===== config.mk =====
export PLATFORM = sky130hd
export DESIGN_NAME = bitcnt_unit
export DESIGN_NICKNAME = d
export VERILOG_FILES = /design/src/rtl/bitcnt_pkg.sv /design/src/rtl/bitcnt_prep.sv /design/src/rtl/bitcnt_popcount.sv /design/src/rtl/bitcnt_unit.sv
export SDC_FILE = /design/constraint.sdc
export NUM_CORES = 1
export LEC_CHECK = 0
export ABC_AREA = 1
export BUFFER_PORTS_ARGS = -buffer_cell sky130_fd_sc_hd__buf_2
export CORE_MARGIN = 2
export CORE_UTILIZATION = 60
export CTS_CLUSTER_DIAMETER = 150
export DETAILED_ROUTE_END_ITERATION = 10
export PLACE_DENSITY_LB_ADDON = 0.1
export SLEW_MARGIN = 20
export SYNTH_ARGS = -nofsm -noshare
export SYNTH_HDL_FRONTEND = slang
export SYNTH_SLANG_ARGS = --single-unit

===== constraint.sdc =====
create_clock -name clk -period 9.8 [get_ports clk]
set_input_delay 0.49 -clock clk [delete_from_list [all_inputs] [get_ports clk]]
set_output_delay 0.49 -clock clk [all_outputs]
set_load 0.02 [all_outputs]

===== src/rtl/bitcnt_pkg.sv =====
package bitcnt_pkg;

    localparam int OPND_W = 64;
    localparam int HALF_W = OPND_W / 2;
    localparam int CNT_W  = $clog2(OPND_W) + 1;

    typedef enum logic [1:0] {
        OP_POP   = 2'd0,
        OP_LEAD  = 2'd1,
        OP_TRAIL = 2'd2,
        OP_POPX  = 2'd3
    } cnt_op_e;

    typedef struct packed {
        logic [CNT_W-1:0] count;
        logic             zf;
        logic             cf;
    } cnt_res_t;

    function automatic logic is_zero_mode(cnt_op_e op);
        return (op == OP_LEAD) || (op == OP_TRAIL);
    endfunction

endpackage


===== src/rtl/bitcnt_prep.sv =====
module bitcnt_prep
    import bitcnt_pkg::*;
#(
    parameter int DATA_W = OPND_W
) (
    input  cnt_op_e           op,
    input  logic              wide,
    input  logic [DATA_W-1:0] data,
    output logic [DATA_W-1:0] vec,
    output logic              all_zero
);

    localparam int HW = DATA_W / 2;

    logic [DATA_W-1:0] narrowed;
    logic [DATA_W-1:0] rev_full;
    logic [DATA_W-1:0] rev_half;
    logic [DATA_W-1:0] oriented;
    logic [DATA_W-1:0] size_mask;
    logic [DATA_W-1:0] below_mask;

    assign narrowed  = wide ? data : {{HW{1'b0}}, data[HW-1:0]};
    assign size_mask = wide ? {DATA_W{1'b1}} : {{HW{1'b0}}, {HW{1'b1}}};

    for (genvar i = 0; i < DATA_W; i++) begin : g_rev_full
        assign rev_full[i] = narrowed[DATA_W-1-i];
    end

    for (genvar i = 0; i < HW; i++) begin : g_rev_half
        assign rev_half[i]    = narrowed[HW-1-i];
        assign rev_half[HW+i] = 1'b0;
    end

    always_comb begin
        if (op == OP_LEAD) oriented = wide ? rev_full : rev_half;
        else               oriented = narrowed;
        below_mask = ~oriented & (oriented - DATA_W'(1)) & size_mask;
        vec        = is_zero_mode(op) ? below_mask : narrowed;
        all_zero   = (narrowed == '0);
    end

    always_comb begin
        AST_VEC_IN_SIZE: assert ((vec & ~size_mask) == '0);
    end

endmodule


===== src/rtl/bitcnt_popcount.sv =====
module bitcnt_popcount #(
    parameter int W     = 64,
    parameter int CNT_W = $clog2(W) + 1
) (
    input  logic [W-1:0]     vec,
    output logic [CNT_W-1:0] count
);

    always_comb begin
        count = '0;
        for (int i = 0; i < W; i++) begin
            count = count + CNT_W'(vec[i]);
        end
    end

endmodule


===== src/rtl/bitcnt_unit.sv =====
module bitcnt_unit
    import bitcnt_pkg::*;
#(
    parameter int DATA_W = OPND_W
) (
    input  logic              clk,
    input  logic              rst,
    input  logic              in_valid,
    output logic              in_ready,
    input  logic [1:0]        in_op,
    input  logic              in_wide,
    input  logic [DATA_W-1:0] in_data,
    output logic              out_valid,
    input  logic              out_ready,
    output logic [CNT_W-1:0]  out_count,
    output logic              out_zf,
    output logic              out_cf
);

    localparam int HW = DATA_W / 2;

    cnt_op_e           op;
    logic [DATA_W-1:0] vec;
    logic              all_zero;
    logic [CNT_W-1:0]  raw_count;
    cnt_res_t          next_res;
    cnt_res_t          res_q;
    logic              accept;

    assign op = cnt_op_e'(in_op);

    bitcnt_prep #(.DATA_W(DATA_W)) u_prep (
        .op       (op),
        .wide     (in_wide),
        .data     (in_data),
        .vec      (vec),
        .all_zero (all_zero)
    );

    bitcnt_popcount #(.W(DATA_W), .CNT_W(CNT_W)) u_pop (
        .vec   (vec),
        .count (raw_count)
    );

    always_comb begin
        next_res.count = raw_count;
        next_res.zf    = (raw_count == '0);
        next_res.cf    = is_zero_mode(op) && all_zero;
    end

    assign in_ready = !out_valid || out_ready;
    assign accept   = in_valid && in_ready;

    always_ff @(posedge clk) begin
        if (rst) begin
            out_valid <= 1'b0;
            res_q     <= '0;
        end else if (accept) begin
            out_valid <= 1'b1;
            res_q     <= next_res;
        end else if (out_ready) begin
            out_valid <= 1'b0;
        end
    end

    assign out_count = res_q.count;
    assign out_zf    = res_q.zf;
    assign out_cf    = res_q.cf;

    AST_OUT_HELD: assert property (@(posedge clk) disable iff (rst)
        out_valid && !out_ready |=> out_valid && $stable(out_count) && $stable(out_zf) && $stable(out_cf));
    AST_ACCEPT_NEXT: assert property (@(posedge clk) disable iff (rst)
        in_valid && in_ready |=> out_valid);
    AST_CNT_BOUND: assert property (@(posedge clk) disable iff (rst)
        out_valid |-> out_count <= CNT_W'(DATA_W));
    AST_CF_WIDTH: assert property (@(posedge clk) disable iff (rst)
        out_valid && out_cf |-> (out_count == CNT_W'(HW)) || (out_count == CNT_W'(DATA_W)));
    AST_ZF_EXCL: assert property (@(posedge clk) disable iff (rst)
        out_valid && out_zf |-> !out_cf);

endmodule


Word-level counts from Yosys, hierarchy flattened
Index checks and enable logic that the tools add are counted.
W data, S select, Z words.
{"block": "classes", "addsub": 64, "multipliers": 0, "div_mod_pow": 0, "n_lt_le_gt_ge": 0, "n_eq_ne": 2, "n_shift": 0, "mux": 7, "bitwise_logic": 3, "n_reduce_logical": 8}
{"operator": "$add A7 B1 Y7", "n": 62}
{"operator": "$mux W64", "n": 5}
{"operator": "$and A64 B64 Y64", "n": 2}
{"operator": "$logic_not A64 Y1", "n": 1}
{"operator": "$not A64 Y64", "n": 1}
{"operator": "$sub A64 B1 Y64 const B", "n": 1}
{"operator": "$logic_not A7 Y1", "n": 1}
{"operator": "$add A1 B1 Y2", "n": 1}
{"operator": "$eq A2 B1 Y1 const B", "n": 1}
{"operator": "$eq A2 B2 Y1 const B", "n": 1}
{"operator": "$logic_and A1 B1 Y1", "n": 2}
{"operator": "$logic_or A1 B1 Y1", "n": 2}
{"operator": "$mux W1", "n": 2}
{"operator": "$reduce_bool A2 Y1", "n": 1}
{"operator": "$logic_not A1 Y1", "n": 1}
{"block": "totals", "register_bits": 10, "latch_bits": 0, "ramBits": 0, "romBits": 0, "input_bits": 71, "output_inout_bits": 11, "elab_cells": 88, "memories": 0}

Depth between registers and ports, before layout
Gate-level depths: netlist (run 1).
{"block": "depth", "ltp_word": 71, "depth_mapped": 40, "mapped_depth_nobuf": 38}

By module
A second synthesis (run 1) with hierarchy kept.
{"block": "hier_totals", "hier_cells": 1030, "area_unflattened_um2": 5590.4}
{"module": "bitcnt_prep", "instances": 1, "cells_per_inst": 796, "area_each_um2": 3462.1, "seq_area_each_um2": 0.0}
{"module": "bitcnt_popcount", "instances": 1, "cells_per_inst": 179, "area_each_um2": 1707.9, "seq_area_each_um2": 0.0}
{"module": "bitcnt_unit", "instances": 1, "cells_per_inst": 55, "area_each_um2": 420.4, "seq_area_each_um2": 200.2}

Worst setup path before layout (run 1)
OpenSTA, ideal clock, no wires.
{"block": "synth_path", "kind": "input -> register", "from": "input port in_op[1]", "to": "register res_q, in the netlist out_zf", "setup_time_ps": 64, "t_arrival_ps": 7736, "required_ps": 9736, "setup_slack_ps": 2000, "cell_stages": 26, "n_path_buf": 3, "path_cell_list": "inv_1 -> ha_1 -> clkbuf_1 -> clkbuf_1 -> clkbuf_1 -> nand2_1 -> o21ai_0 -> ha_1 -> fa_1 -> fa_1 -> fa_1 -> fa_1 -> fa_1 -> fa_1 -> fa_1 -> inv_1 -> fa_1 -> inv_1 -> fa_1 -> fa_1 -> inv_1 -> o21ai_0 -> xnor2_1 -> nand3_1 -> o21a_1 -> nor2_1"}
{"block": "synth_between", "elab_chain_len": 70, "elab_cells_between_ends": 73, "cone_classes": "add/sub: 64; eq/ne: 2; mux: 2; bitwise: 3; reduce/logical: 2"}
{"element": "from (decl)", "line_no": "bitcnt_unit.sv:10", "rtl": "input logic [1:0] in_op,"}
{"element": "$eq A2 B1 Y1", "line_no": "bitcnt_pkg.sv:21, bitcnt_prep.sv:35"}
{"element": "$mux W64", "line_no": "bitcnt_prep.sv:35", "rtl": "if (op == OP_LEAD) oriented = wide ? rev_full : rev_half;"}
{"element": "$sub A64 B1 Y64 or $not A64 Y64 (tied branches)", "line_no": "bitcnt_prep.sv:37", "rtl": "below_mask = ~oriented & (oriented - DATA_W'(1)) & size_mask;"}
{"element": "$and A64 B64 Y64 (2 in a row)", "line_no": "bitcnt_prep.sv:37"}
{"element": "$mux W64 *", "line_no": "bitcnt_prep.sv:38", "rtl": "vec = is_zero_mode(op) ? below_mask : narrowed;"}
{"element": "$add A1 B1 Y2", "line_no": "bitcnt_popcount.sv:12", "rtl": "count = count + CNT_W'(vec[i]);"}
{"element": "$add A7 B1 Y7 (61 in a row)", "line_no": "bitcnt_popcount.sv:12"}
{"element": "$add A7 B1 Y7 *", "line_no": "bitcnt_popcount.sv:12"}
{"element": "$logic_not A7 Y1 *", "line_no": "bitcnt_unit.sv:47", "rtl": "next_res.zf = (raw_count == '0);"}
{"element": "to (signal assigned)", "line_no": "bitcnt_unit.sv:60", "rtl": "res_q <= next_res;"}
{"element": "to (decl)", "line_no": "bitcnt_unit.sv:27", "rtl": "cnt_res_t res_q;"}
Mark *: on every way between the ends. The rest lies on a longest branch, timed or not.
A chain may end at the register's enable or synchronous reset.

Final worst setup path (run 1)
Ends and elaborated chain as after synthesis.

==> impl_metrics.tcl, run 1 <==
set metrics [dict create \
    synthesis.area_um2 5550 \
    final_cells 1160 \
    synth_async_sr_flop_share_pct 0 \
    antennaDiodeCount 0 \
    use_met2_pct 70.68 \
    synth_compound_area_share_pct 7.732 \
    relSlewSlack_pct 39.54 \
    start_kind "input pin" \
    ioPinCount 82 \
    rows 35 \
    ctsHoldBuffers 0 \
    grt_pass1_vias 6392 \
    portBuffers 81 \
    critical_path_required_ns 9.98 \
    antenna_left 0 \
    synthSimpleGateAreaFrac_pct 51.10 \
    synth_edf_count 0 \
    layout_setup_ws_ns 0.8681 \
    grt_busiest_layer "met2" \
    grt_overflow 0 \
    synth_area_per_cell_um2 5.612 \
    timing.final.crit_share_pct 91.14 \
    ys_ff_latch 10 \
    p_per_area_nw_per_um2 381.1 \
    use_met1_pct 61.52 \
    slowest_stage "ha_1" \
    grt_usage_pct 45.59 \
    nets 1193 \
    netlist_instances 989 \
    fin_crit_ns 8.932 \
    critical-path-max-stage-delay_ns 0.66 \
    worst-setup-path-type "in -> reg" \
    wirelength_um 22400 \
    synth_top_family_by_area "simple AND/OR/NAND/NOR gates" \
    clkTransAtPathRegs_ns 0.05 \
    yosys_warnings 0 \
    grt_pass1_wl_um 34740 \
    hold_path.class "reg -> reg" \
    drt_iter0_markers 1021 \
    drive_gt1_share_pct 15.06 \
    grtUsageMet3_pct 10.86 \
    ys.flop_type "dfxtp_1" \
    endpoint_kind "flop" \
    via_per_inst 6.013 \
    cts_setup_buffers 0 \
    wl_per_cell_um 19.31 \
    post_cts_resized 0 \
    synthToLayoutAreaGrowth_pct 8.183 \
    cp_max_fo 21 \
    clkPwrFrac_pct 2.3 \
    antenna_found_initial 0 \
    yosys.area.top_type_share_pct 20.02 \
    ir_worst_vdd_v 0.001243 \
    synth_xor_area_share_pct 0.4734 \
    synth_seq_area_share_pct 3.607 \
    arrival_ns 9.11 \
    cp_common_cell "fa_1" \
    synth_cell_type_count 40 \
    clkLatencyLatePin_ns 0.24 \
    yosysTopAreaCell "nand2_1" \
    rsz0062_at_grt "no" \
    path_delay_family "adder cells" \
    clock_sinks 10 \
    synth_nets 1132 \
    initial_core_util_pct 60.93 \
    root_buffer "clkbuf_8" \
    regArea_um2 200.2 \
    synth_mux_area_share_pct 0.2029 \
    cts_buffers 3 \
    synth_fa_ha_area_share_pct 23.53 \
    vias 6975 \
    pre_cts_ws_ns 0.8215 \
    setup_violations 0 \
    place_congestion 1.111 \
    swShare_pct 58.89 \
    die_y_um 100.2 \
    cp.buffers_inverters 9 \
    hold_violations 0 \
    seq_power_share_pct 2.7 \
    outcome "finished, final reports clean" \
    cts_tree "yes" \
    die_area_um2 10040 \
    dr.pass1.iters 6 \
    slew_violations 0 \
    coreArea_um2 9109 \
    p_leak_nw 3.126 \
    finalClockSkew_ns 0.003673 \
    switchingPower_mw 1.348 \
    max_freq_mhz 112.0 \
    comb_power_share_pct 95.1 \
    worstMarginPinSlew_ns 0.9068 \
    grt_max_degree 42 \
    clk_path_buf_depth 2 \
    p_int_mw 0.9407 \
    setup_tns_ns 0 \
    hpwlAfterDp_um 18680 \
    fillers 919 \
    die_w_um 100.2 \
    htreeDepth 1 \
    drcViolationCount 0 \
    dp.cells 1156 \
    synth_area_leaders "nand2_1 20%, fa_1 19%, nor2_1 12%" \
    multi_input_area_um2 4609 \
    max_cap_viol_count 0 \
]
[synth_stat cells, types with 10 or more instances]
library cell / instances
inv_1: 137
nand4_1: 16
nand2_1: 296
nor3_1: 14
nor2_1: 176
o21ai_1: 14
nand2_2: 19
o21ai_0: 28
clkbuf_1: 13
nor2_2: 18
nand3_1: 87
fa_1: 54
a21oi_1: 19
dfxtp_1: 10
ha_1: 18
[state kept, by name, summed over array words and instances, names as in the netlist]
register and cells:
out_count 7, out_cf 1, out_zf 1, out_valid 1
[path summary, 6_finish.rpt]
kind,from,slack (ns),cells past startpoint,endpoint
setup reg to reg,out_valid,8.11,7,out_cf
hold reg to reg,out_cf,0.47,2,out_cf
hold / removal,out_cf,0.47,2,out_cf
setup / recovery,in_op[1],0.87,33,out_zf
[metrics by stage]
stage | utilization [%] | instance area, um^2 | power, mW | hold slack [ns]
final | 65.92 | 6005 | 2.288 | 0.4681
after global routing | 65.92 | 6005 | 2.641 | 0.5011
after CTS | 65.92 | 6005 | 2.238 | 0.4642
after detailed placement | 65.32 | 5949 | 2.152 | 0.4549
after global placement | 65.32 | 5949 | 2.073 | 0.4510
after floorplan | - | 5550 | 1.720 | 0.5388
[layer usage]
metal | routed length, um | share of wire (%)
met1 | 8204 | 37
met4 | 1355 | 6.1
met5 | 0 | 0
met2 | 9696 | 43
met3 | 3138 | 14
[cell families after synthesis]
| kind of cell | count (synthesis) |
|---|---|
| AO/OA/AOI/OAI | 76 |
| XOR/XNOR | 3 |
| buffers and inverters | 174 |
| flip-flops | 10 |
| adder cells (fa/ha/maj) | 72 |
| AND/OR/NAND/NOR | 653 |
| multiplexers | 1 |
[tightest hold or removal path: stages (launching register included)]
cell and delay [ns]:
dfxtp_1 0.30, nand2_1 0.06, a21oi_1 0.06
[cell type report]
| class | instances | area share, % |
|---|---|---|
| Tap cell | 111 | 2.313 |
| Timing Repair Buffer | 90 | 7.877 |
| Multi-Input combinational cell | 805 | 76.77 |
| Inverter | 140 | 8.793 |
| Clock buffer | 4 | 0.9169 |
| Sequential cell | 10 | 3.334 |
[power by group through the flow]
stage / registers (mW) / logic, mW / clock network [mW]
4_1_cts: 0.0603 / 2.13 / 0.0519
6_report: 0.0607 / 2.18 / 0.0518
3_3_place_gp: 0.0603 / 2.01 / 0
3_5_place_dp: 0.0609 / 2.09 / 0
5_1_grt: 0.0614 / 2.52 / 0.0543
2_1_floorplan: 0.0727 / 1.65 / 0
[cell usage in the layout, fill, tap and decap left out, types with 16 or more instances in the layout]
cell / count
nand4_1: 16
nand3_1: 87
nand2_1: 296
ha_1: 18
a21oi_1: 19
nor2_2: 18
nor2_1: 176
buf_2: 81
fa_1: 54
nand2_2: 19
o21ai_0: 28
inv_1: 137
Note: power is estimated with default switching activity, not from simulation.
==> inputs of run 2 (changes only) <==
--- a/config.mk
+++ b/config.mk
@@ -12,6 +12,7 @@
 export CTS_CLUSTER_DIAMETER = 150
 export DETAILED_ROUTE_END_ITERATION = 10
 export PLACE_DENSITY_LB_ADDON = 0.1
+export REMOVE_ABC_BUFFERS = 1
 export SLEW_MARGIN = 20
 export SYNTH_ARGS = -nofsm -noshare
 export SYNTH_HDL_FRONTEND = slang
==> run 2 against run 1 <==
  * Sequential power down 0.8%
  * Largest power group unchanged
  * Via count down 1.5%
  * Global-route usage is 0.53 points lower
  * Largest cell class unchanged
==> impl_metrics.tcl, run 2 (synthesis results as in run 1) <==
set metrics [dict create \
    outcome "finished, final reports clean" \
    endpoint_kind "flop" \
    max_cap_viol_count 0 \
    cp.buffers_inverters 10 \
    finalCoreUtilization_pct 65.84 \
    finalClockSkew_ns 0.0004407 \
    grt_pass1_vias 6501 \
    slew_violations 0 \
    p_int_mw 0.9486 \
    grt_overflow 0 \
    portBuffers 81 \
    hold_path.class "reg -> reg" \
    die_area_um2 10040 \
    antenna_left 0 \
    timing.final.crit_share_pct 91.14 \
    ctsHoldBuffers 0 \
    clk_path_buf_depth 2 \
    ff2ff_path_depth 7 \
    die_y_um 100.2 \
    drive_gt1_share_pct 14.98 \
    coreArea_um2 9109 \
    worst-setup-path-type "in -> reg" \
    slowest_stage "nor2_2" \
    p_per_area_nw_per_um2 383.4 \
    arrival_ns 9.11 \
    p_leak_nw 3.121 \
    ioPinCount 82 \
    rr_endpoint "out_cf" \
    grt_usage_pct 45.06 \
    cts_buffers 3 \
    grt_pass1_wl_um 34530 \
    seq_power_share_pct 2.6 \
    max_freq_mhz 112.0 \
    wl_per_cell_um 19.21 \
    initial_core_util_pct 60.93 \
    wirelength_um 22260 \
    hold_violations 0 \
    grt_max_degree 39 \
    holdCritStartpoint "out_count[2]" \
    clkTransAtPathRegs_ns 0.05 \
    fin_crit_ns 8.932 \
    r2r-start "out_valid" \
    largest_register_ffs 7 \
    drcViolationCount 0 \
    cts_setup_buffers 0 \
    start_kind "input pin" \
    cp_common_cell "fa_1" \
    mostFrequentLayoutCells "296 x nand2_1, 176 x nor2_1, 137 x inv_1" \
    holdPathEnd "out_count[2]" \
    cp_max_fo 33 \
    comb_power_share_pct 95.1 \
    antennaDiodeCount 0 \
    hpwlAfterDp_um 18470 \
    critical-path-max-stage-delay_ns 0.70 \
    min_path_cells 2 \
    regToRegSetupSlack_ns 8.13 \
    place_congestion 1.144 \
    worstMarginPinSlew_ns 0.8095 \
    rsz0062_at_grt "no" \
    clkPwrFrac_pct 2.3 \
    rows 35 \
    root_buffer "clkbuf_8" \
    cp.depth 31 \
    setup_violations 0 \
    die_w_um 100.2 \
    cts_tree "yes" \
    drt_iter0_markers 853 \
    setup_tns_ns 0 \
    dr.pass1.iters 7 \
    path_delay_family "adder cells" \
    nets 1192 \
    antenna_found_initial 0 \
    via_per_inst 5.926 \
    post_cts_resized 0 \
    synthToLayoutAreaGrowth_pct 8.048 \
    relSlewSlack_pct 45.97 \
    critical_path_required_ns 9.98 \
    htreeDepth 1 \
    top_register "out_count" \
    swShare_pct 58.74 \
    switchingPower_mw 1.351 \
    clkLatencyLatePin_ns 0.24 \
    layout_commonest_cell "nand2_1" \
    clock_sinks 10 \
    vias 6868 \
    ir_worst_vdd_v 0.001483 \
]
## run 2: worst max-delay path by stage
| stage | start | end | slack [ns] |
|---|---|---|---|
| global route | in_op[1] | out_zf | 0.58 |
| global placement | in_wide | out_zf | 0.99 |
| finish | in_wide | out_zf | 0.87 |
| CTS | in_wide | out_zf | 1.07 |
| floorplan | in_op[1] | out_zf | 0.85 |
| detailed placement | in_wide | out_zf | 0.89 |
## run 2: power by group through the flow
stage	clock, mW	sequential, mW	combinational (mW)
2_1_floorplan	0	0.0727	1.64
3_3_place_gp	0	0.0604	1.99
3_5_place_dp	0	0.0606	2.09
4_1_cts	0.0531	0.0601	2.16
5_1_grt	0.0558	0.0612	2.44
6_report	0.0523	0.0602	2.19
## run 2: layout make-up
type | count | area, um^2
Inverter | 140 | 528.0
Fill cell | 914 | 3112
Tap cell | 111 | 138.9
Clock buffer | 4 | 55.05
Sequential cell | 10 | 200.2
Multi-Input combinational cell | 805 | 4609
Timing Repair Buffer | 89 | 465.4
## run 2: worst reg2reg max path: cells and delay by family, from the launching register on
| kind | cells | cell delay, ns |
|---|---|---|
| DFF | 1 | 0.30 |
| and+or+nand+nor | 5 | 0.77 |
| AOI/OAI and AO/OA | 1 | 0.17 |
| buffers and inverters | 1 | 0.36 |
## run 2: stage by stage
step / setup WS [ns] / cells / instance area, um^2 / hold slack, ns / total power [mW]
2_1_floorplan: 0.8453 / 955 / 5338 / 0.5388 / 1.710
3_3_place_gp: 0.9856 / 1155 / 5942 / 0.4505 / 2.052
3_5_place_dp: 0.8887 / 1155 / 5942 / 0.4566 / 2.150
4_1_cts: 1.074 / 1159 / 5997 / 0.4639 / 2.276
5_1_grt: 0.5846 / 1159 / 5997 / 0.4730 / 2.560
6_report: 0.8679 / 1159 / 5997 / 0.4671 / 2.299
## run 2: per-layer routing
metal	part of all wire (%)	up-vias	track usage, %
li1	-	3184	-
met1	38	3093	59.32
met2	45	491	73.31
met3	12	100	9.680
met4	5.2	0	16.12
met5	0	-	0
